`config.mk`:
```
export PLATFORM = sky130hd
export DESIGN_NAME = irt_timer
export DESIGN_NICKNAME = d
export VERILOG_FILES = /design/src/rtl/irt_pkg.sv /design/src/rtl/irt_reload_regs.sv /design/src/rtl/irt_down_counter.sv /design/src/rtl/irt_timer.sv
export SDC_FILE = /design/constraint.sdc
export NUM_CORES = 1
export LEC_CHECK = 0
export ABC_AREA = 1
export BUFFER_PORTS_ARGS = -buffer_cell sky130_fd_sc_hd__buf_4
export CAP_MARGIN = 20
export CORE_MARGIN = 4
export CORE_UTILIZATION = 55
export DETAILED_ROUTE_END_ITERATION = 8
export PLACE_DENSITY = 0.79
export SYNTH_ARGS = -nofsm -noshare
export SYNTH_HDL_FRONTEND = slang
export SYNTH_SLANG_ARGS = --single-unit
```
`constraint.sdc`:
```
create_clock -name clk -period 4.2 [get_ports clk]
set_input_delay 0.42 -clock clk [delete_from_list [all_inputs] [get_ports clk]]
set_output_delay 0.42 -clock clk [all_outputs]
set_load 0.03 [all_outputs]
```
`src/rtl/irt_pkg.sv`:
```
package irt_pkg;
  // byte lane select for the split reload access
  localparam logic SEL_LO = 1'b0;
  localparam logic SEL_HI = 1'b1;
endpackage

```
`src/rtl/irt_reload_regs.sv`:
```
module irt_reload_regs #(
  parameter int CNT_W = 12,
  parameter int BUS_W = 8
) (
  input  logic             clk,
  input  logic             rst,
  input  logic             wr_en,
  input  logic             wr_sel,
  input  logic [BUS_W-1:0] wr_data,
  input  logic             rd_sel,
  output logic [BUS_W-1:0] rd_data,
  output logic [CNT_W-1:0] reload_val
);
  import irt_pkg::*;
  localparam int HI_W  = CNT_W - BUS_W;
  localparam int PAD_W = BUS_W - HI_W;

  logic [BUS_W-1:0] hold_q;

  // low byte parks in hold_q; high byte commits the whole word at once
  always_ff @(posedge clk) begin
    if (rst) begin
      hold_q     <= '0;
      reload_val <= '0;
      rd_data    <= '0;
    end else begin
      if (wr_en && wr_sel == SEL_LO) hold_q <= wr_data;
      if (wr_en && wr_sel == SEL_HI) reload_val <= {wr_data[HI_W-1:0], hold_q};
      if (rd_sel == SEL_HI) rd_data <= {{PAD_W{1'b0}}, reload_val[CNT_W-1:BUS_W]};
      else                  rd_data <= reload_val[BUS_W-1:0];
    end
  end

  assert_lo_no_commit_R5: assert property (@(posedge clk) disable iff (rst)
    (wr_en && wr_sel == SEL_LO) |=> $stable(reload_val));
  assert_commit_word_R6: assert property (@(posedge clk) disable iff (rst)
    (wr_en && wr_sel == SEL_HI) |=> reload_val == {$past(wr_data[HI_W-1:0]), $past(hold_q)});
endmodule

```
`src/rtl/irt_down_counter.sv`:
```
module irt_down_counter #(
  parameter int CNT_W = 12
) (
  input  logic             clk,
  input  logic             rst,
  input  logic             tick_en,
  input  logic [CNT_W-1:0] reload_val,
  output logic [CNT_W-1:0] count,
  output logic             irq
);
  localparam logic [CNT_W-1:0] ONE = {{(CNT_W-1){1'b0}}, 1'b1};

  logic at_zero;
  assign at_zero = (count == '0);

  // a tick at zero is consumed by the reload; irq registered with it
  always_ff @(posedge clk) begin
    if (rst) begin
      count <= '0;
      irq   <= 1'b0;
    end else begin
      irq <= tick_en && at_zero;
      if (tick_en) begin
        if (at_zero) count <= reload_val;
        else         count <= count - ONE;
      end
    end
  end

  assert_dec_one_R2: assert property (@(posedge clk) disable iff (rst)
    (tick_en && count != '0) |=> count == $past(count) - ONE);
  assert_hold_idle_R2: assert property (@(posedge clk) disable iff (rst)
    !tick_en |=> $stable(count));
  assert_reload_old_R3: assert property (@(posedge clk) disable iff (rst)
    (tick_en && count == '0) |=> count == $past(reload_val));
  assert_irq_on_reload_R4: assert property (@(posedge clk) disable iff (rst)
    (tick_en && count == '0) |=> irq);
  assert_irq_only_reload_R4: assert property (@(posedge clk) disable iff (rst)
    !(tick_en && count == '0) |=> !irq);
endmodule

```
`src/rtl/irt_timer.sv`:
```
module irt_timer #(
  parameter int CNT_W = 12,
  parameter int BUS_W = 8
) (
  input  logic             clk,
  input  logic             rst,
  input  logic             tick_en,
  input  logic             wr_en,
  input  logic             wr_sel,
  input  logic [BUS_W-1:0] wr_data,
  input  logic             rd_sel,
  output logic [BUS_W-1:0] rd_data,
  output logic [CNT_W-1:0] count,
  output logic             irq
);
  logic [CNT_W-1:0] reload_val;

  irt_reload_regs #(.CNT_W(CNT_W), .BUS_W(BUS_W)) regs_i (
    .clk(clk), .rst(rst), .wr_en(wr_en), .wr_sel(wr_sel), .wr_data(wr_data),
    .rd_sel(rd_sel), .rd_data(rd_data), .reload_val(reload_val)
  );

  irt_down_counter #(.CNT_W(CNT_W)) cnt_i (
    .clk(clk), .rst(rst), .tick_en(tick_en), .reload_val(reload_val),
    .count(count), .irq(irq)
  );

  // reset state check, R1
  assert_reset_state_R1: assert property (@(posedge clk)
    rst |=> (count == '0 && reload_val == '0 && !irq));
endmodule

```
==> results_dict.tcl, run 1 <==
set metrics [dict create \
    period_minus_slack_ns 1.57 \
    dr.max_layer_used "met4" \
    drv_slew 0 \
    rrSetupSlack_ns 2.63 \
    num-fill-cells 275 \
    swShare_pct 45.8 \
    final_common_cell "nand2_1" \
    grt_overflow_total 0 \
    min_period_over_period_pct 37.3 \
    place_congestion 0.861 \
    p_switching_w 0.000727 \
    p_leak_nw 1.06 \
    rsz0062_at_grt "false" \
    p_per_area_mw_per_mm2 720 \
    hold_buffers 0 \
    yosys.area.top_type_share_pct 44.4 \
    coreArea_mm2 0.00313 \
    routed_wirelength_um 4060 \
    port_buffers 34 \
    multi_input_area_um2 851 \
    hold_violations 0 \
    comb_power_share_pct 50.5 \
    synthSimpleGateAreaFrac_pct 30.3 \
    cts_inserted_buffers 5 \
    ios 35 \
    whs_path_depth 2 \
    wl_met2_um 1820 \
    first_pass_iters 4 \
    antenna_found_initial 0 \
    cts.sinks 41 \
    cts-root-buf "clkbuf_4" \
    yosys.area_share.adder_pct 1.35 \
    maxCapViolations 0 \
    synth_mux_area_share_pct 0 \
    ctsResizeCount 0 \
    required_ns 4.51 \
    path_clk_slew_ns 0.13 \
    vdd_drop_max_mv 0.434 \
    clockBufferDepth 2 \
    grt_pass1_wl_um 6670 \
    placementRows 20 \
    grt.total_usage_pct 20.3 \
    worstSkewPairLatency_ns 0.36 \
    die_y_um 66.0 \
    h-tree-depth 2 \
    p_int_w 0.000859 \
    worst_hold_path_type "in -> reg" \
    setup_viol 0 \
    initial_core_util_pct 59.2 \
    drive_gt1_share_pct 20.3 \
    max_freq_mhz 639 \
    worst_pin_slew_ns 0.689 \
    seqPwrFrac_pct 32.7 \
    layout_common_cells "42 x nand2_1, 41 x dfxtp_1, 38 x nor2_1" \
    met1_length_um 1980 \
    clock_skew_ns 0.00635 \
    critical_path_class "reg -> reg" \
    ant_nets 0 \
    vias_per_cell 4.93 \
    fp.dieArea_mm2 0.00436 \
    power_frac_clock_pct 16.7 \
    post-route-util_pct 70.4 \
    nets 305 \
    status "complete, no violations" \
    ys_seq_area_share_pct 44.4 \
    endpoint_kind "flip-flop" \
    wl_per_cell_um 12.2 \
    synth_area_leader_cell "dfxtp_1" \
    cp_max_fo 6 \
    synth_cells 256 \
    regArea_um2 821 \
    max-slew-margin-rel_pct 54.0 \
    grt_max_degree 30 \
    synth.net_count 272 \
    synth_seq_cells 41 \
    final.setup.tns_ns 0 \
    synth_compound_area_share_pct 14.3 \
    num_antenna_cells 0 \
    ff2ff_path_depth 10 \
    synthesis.area_mm2 0.00185 \
    die_w_um 66.0 \
    drt_iter0_markers 147 \
    fin_total_pwr_w 0.00159 \
    cts_setup_buffers 0 \
    placed_area_mm2 0.00212 \
    netlist_top_cells_area "dfxtp_1 44%, nand2_1 8.5%, nor2_1 7.7%" \
    syn2layout_area_growth_pct 19.0 \
    synth_xor_area_share_pct 0 \
    synth_top_family_by_area "simple AND/OR/NAND/NOR gates" \
    worstPathArrival_ns 1.88 \
    syn_area_per_cell_um2 7.23 \
    first_global_vias 1430 \
    cts_tree "done" \
    drc 0 \
    dp_hpwl_um 2960 \
    synth_warnings 0 \
    synth.distinct_cells 29 \
    critPathLaunchType "flip-flop" \
    dr_wl_met3_um 200 \
    design_area_mm2 0.00220 \
    num_vias 1645 \
]
==> cells by family (layout without fill, tap and decap cells) <==
family	Yosys count	in the layout
compound gates	52	52
fa+ha+maj	2	2
flops	41	41
simple gates	117	117
buf+inv	44	78
==> metal layers <==
metal | global-route usage (%) | up-vias
li1 | - | 886
met1 | 27.1 | 717
met2 | 30.9 | 36
met3 | 6.29 | 6
met4 | 6.85 | 0
met5 | 0 | -
==> synthesized netlist by cell type <==
| cell type | count |
|---|---|
| inv_1 | 33 |
| nand2_1 | 42 |
| nor3_1 | 2 |
| a31oi_1 | 1 |
| or2_1 | 1 |
| clkbuf_2 | 1 |
| nor2_2 | 3 |
| a21oi_1 | 21 |
| buf_4 | 1 |
| nand2_4 | 2 |
| nor2_1 | 38 |
| inv_4 | 1 |
| nand3_4 | 1 |
| dfxtp_1 | 41 |
| a21oi_2 | 1 |
| clkbuf_1 | 2 |
| nor2_8 | 1 |
| or2_2 | 1 |
| o21ai_1 | 2 |
| nand3_2 | 2 |
| o21ai_0 | 27 |
| nor2_4 | 2 |
| nand3_1 | 17 |
| nand2_2 | 1 |
| nand4_1 | 4 |
| inv_2 | 1 |
| clkinv_2 | 1 |
| buf_2 | 4 |
| ha_1 | 2 |
==> state kept, by name, indices dropped and copies added (netlist names) <==
| name | flops |
|---|---|
| cnt_i.irq | 1 |
| regs_i.reload_val | 12 |
| regs_i.hold_q | 8 |
| regs_i.rd_data | 8 |
| cnt_i.count | 12 |
==> worst max-delay path, stage by stage (launching register included) <==
cell,delay [ns]
dfxtp_1,0.37
inv_1,0.13
ha_1,0.19
nand3_2,0.14
nor2_8,0.20
nand3_4,0.12
clkinv_2,0.10
nand2_1,0.06
nand3_1,0.07
nand2_1,0.06
inv_1,0.08
==> through the flow <==
stage               hold WS (ns)  instances  worst slack (ns)
floorplan                  0.427        256              2.66
global placement           0.450        326              2.66
detailed placement         0.457        326              2.64
CTS                        0.256        334              2.64
global route               0.247        334              2.49
finish                     0.271        334              2.63
==> worst paths after layout <==
path	start	to
setup / recovery	cnt_i.count[0]$_SDFFE_PP0P_	cnt_i.count[8]$_SDFFE_PP0P_
hold / removal	rd_sel	regs_i.rd_data[3]$_SDFF_PP0_
setup reg to reg	cnt_i.count[0]$_SDFFE_PP0P_	cnt_i.count[8]$_SDFFE_PP0P_
hold reg to reg	regs_i.reload_val[7]$_SDFFE_PP0P_	regs_i.rd_data[7]$_SDFF_PP0_
==> power by group through the flow <==
stage / Sequential (W) / Combinational (W) / Clock (W)
2_1_floorplan: 0.000618 / 0.000515 / 0
3_5_place_dp: 0.000529 / 0.000797 / 0
3_3_place_gp: 0.000528 / 0.000798 / 0
6_report: 0.000519 / 0.000801 / 0.000265
5_1_grt: 0.000530 / 0.000892 / 0.000287
4_1_cts: 0.000519 / 0.000801 / 0.000271
==> layout make-up <==
class / count / area share [%]
multi-input combinational: 171 / 38.6
clock buffer: 5 / 1.70
inverter: 36 / 6.31
clock inverter: 3 / 1.99
tap: 44 / 2.50
sequential: 41 / 37.3
timing repair buffer: 34 / 11.6
Power figures use the tool's default switching activity.
==> run 2, diff against run 1 <==
Settings changed: ABC_AREA 1 to 0, CORE_UTILIZATION 55 to 54, PLACE_DENSITY 0.79 to 0.78.
Clock period 4.2 ns to 1.6 ns, I/O delays scaled along.
==> results_dict.tcl, run 2 <==
set metrics [dict create \
    hold_buffers 0 \
    netlist_top_cells_area "dfxtp_1 46%, mux2i_1 6.8%, nand2_1 6.8%" \
    period_minus_slack_ns 1.64 \
    layout_common_cells "56 x buf_4, 34 x dfxtp_1, 32 x nand2_1" \
    p_per_area_mw_per_mm2 2020 \
    status "complete, but fails checks" \
    post-route-util_pct 77.1 \
    worst_pin_slew_ns 0.420 \
    final_common_cell "buf_4" \
    crit_family "simple AND/OR/NAND/NOR gates" \
    die_y_um 65.3 \
    worstPathArrival_ns 1.86 \
    grt_max_degree 41 \
    hold_violations 0 \
    vdd_drop_max_mv 0.812 \
    rrSetupSlack_ns -0.04 \
    hold_slack_ns 0.0449 \
    setup_viol 9 \
    min_from "wr_data[4]" \
    h-tree-depth 2 \
    drive_gt1_share_pct 37.5 \
    antenna_found_initial 0 \
    ios 35 \
    rsz0062_at_grt "true" \
    critical_path_class "reg -> reg" \
    cts-root-buf "clkbuf_4" \
    required_ns 1.82 \
    synth_top_family_by_area "simple AND/OR/NAND/NOR gates" \
    clock_skew_ns 0.00484 \
    clockBufferDepth 2 \
    max_freq_mhz 608 \
    r2r_end "cnt_i.count[9]$_SDFFE_PP0P_" \
    synth_seq_cells 41 \
    reg2reg_from "cnt_i.count[0]$_SDFFE_PP0P_" \
    drv_slew 0 \
    routed_wirelength_um 4530 \
    cp_slowest_cell "or3b_4" \
    yosys.cell_count.top_type "dfxtp_1" \
    worstSkewPairLatency_ns 0.34 \
    fin_cells 300 \
    endpoint_kind "flip-flop" \
    reg_top3 "cnt_i.count: 12 flops, regs_i.reload_val: 12 flops" \
    first_global_vias 1547 \
    drt_iter0_markers 104 \
    num_antenna_cells 0 \
    num_vias 1674 \
    path_cells "inv_4, ha_4, or3b_4, or3_4, a31oi_1, a311oi_1" \
    worst_hold_path_type "in -> reg" \
    min_to "regs_i.hold_q[4]$_SDFFE_PP0P_" \
    die_w_um 65.3 \
    critPathLaunchType "flip-flop" \
    synthesis.area_mm2 0.00177 \
    ant_nets 0 \
    fp.dieArea_mm2 0.00426 \
    path_clk_slew_ns 0.12 \
    yosys.area_share.adder_pct 1.41 \
    ys_async_sr_fraction_pct 0 \
    wl_per_cell_um 15.1 \
    min_period_over_period_pct 103 \
    syn2layout_area_growth_pct 35.1 \
    cts_tree "done" \
    synth_common_cells "41 x dfxtp_1, 32 x nand2_1, 21 x nor2_1" \
    synth_compound_area_share_pct 11.9 \
    synth_top_flop_cell "dfxtp_1" \
    placementRows 20 \
    cts.sinks 41 \
    synth_area_leader_cell "dfxtp_1" \
    synth_cells 201 \
    ys_seq_area_share_pct 46.3 \
    port_buffers 34 \
    vias_per_cell 5.58 \
    synth_xor_area_share_pct 0.494 \
    worst-path-buf-inv 1 \
    first_pass_iters 4 \
    num-fill-cells 226 \
    cp_max_fo 3 \
    ff2ff_path_depth 6 \
    violations "negative setup slack" \
    synthSimpleGateAreaFrac_pct 29.9 \
    grt.total_usage_pct 22.5 \
    place_congestion 0.901 \
    critical-path-max-stage-delay_ns 0.40 \
    yosys.area.top_type_share_pct 46.3 \
    synth.distinct_cells 40 \
    grt_overflow_total 0 \
    grt_pass1_wl_um 7270 \
    maxCapViolations 0 \
    placedCellCount 289 \
    nets 272 \
    coreArea_mm2 0.00310 \
    synth.net_count 217 \
    synth_warnings 0 \
    dp_hpwl_um 3190 \
    initial_core_util_pct 57.1 \
    synth_mux_area_share_pct 6.78 \
    syn_area_per_cell_um2 8.81 \
    p_leak_nw 0.977 \
    synth_edf_count 0 \
    whs_path_depth 3 \
    max-slew-margin-rel_pct 72.0 \
    cts_inserted_buffers 5 \
    drc 0 \
    setup_ws_ns -0.0444 \
]
## run 2: worst max path at each step
stage	start	endpoint	slack, ns	cells after the start
finish	cnt_i.count[0]$_SDFFE_PP0P_	cnt_i.count[9]$_SDFFE_PP0P_	-0.04	6
global route	cnt_i.count[0]$_SDFFE_PP0P_	cnt_i.count[3]$_SDFFE_PP0P_	-0.13	8
CTS	cnt_i.count[5]$_SDFFE_PP0P_	cnt_i.count[2]$_SDFFE_PP0P_	-0.04	5
detailed placement	cnt_i.count[1]$_SDFFE_PP0P_	cnt_i.count[2]$_SDFFE_PP0P_	-0.11	7
global placement	cnt_i.count[1]$_SDFFE_PP0P_	cnt_i.count[0]$_SDFFE_PP0P_	-0.06	7
floorplan	cnt_i.count[0]$_SDFFE_PP0P_	cnt_i.count[4]$_SDFFE_PP0P_	-0.09	6
## run 2: stage by stage
stage	area, um^2	setup TNS [ns]	power, W	setup WS (ns)
floorplan	1810	-0.517	0.00287	-0.0891
global placement	2220	-0.229	0.00378	-0.0564
detailed placement	2220	-0.471	0.00385	-0.109
CTS	2360	-0.147	0.00467	-0.0367
global route	2390	-0.960	0.00508	-0.129
finish	2390	-0.203	0.00484	-0.0444
## run 2: cell type report
cell class / instances / area, um^2 / share of cell area (%)
Inverter: 3 / 16.3 / 0.680
Timing Repair Buffer: 58 / 437 / 18.2
Sequential cell: 41 / 835 / 34.9
Clock inverter: 1 / 5.00 / 0.209
Multi-Input combinational cell: 147 / 983 / 41.1
Tap cell: 44 / 55.1 / 2.30
Clock buffer: 6 / 62.6 / 2.61
## run 2: kinds of logic after synthesis
family / Yosys count
adders and majority gates: 2
and+or+nand+nor: 99
DFF: 41
xor gates and xnor gates: 1
buffers and inverters: 13
AOI/OAI and AO/OA: 33
muxes: 12
## run 2: layer usage
metal	vias up	global-route usage (%)	part of all wire, %
met1	794	25.4	41
met2	56	39.8	53
li1	820	-	-
met3	4	6.50	5.3
met4	0	8.29	0.60
met5	-	0	0
## run 2: worst min-delay path, stage by stage
cell,delay [ns]
buf_4,0.07
mux2i_1,0.05
nor2_1,0.07
## run 2: power by group
group | switching, W | leakage (nW) | internal, W
Clock | 0.000328 | 0.0392 | 0.000256
Sequential | 0.000198 | 0.337 | 0.00120
Combinational | 0.00146 | 0.601 | 0.00140
## run 2: repair_timing
action | CTS | global route
pin swaps | 11 | 9
gates cloned | 1 | 0
gates resized for setup | 15 | 6
buffers inserted | 3 | 1
endpoints found under the setup margin | 9 | 12
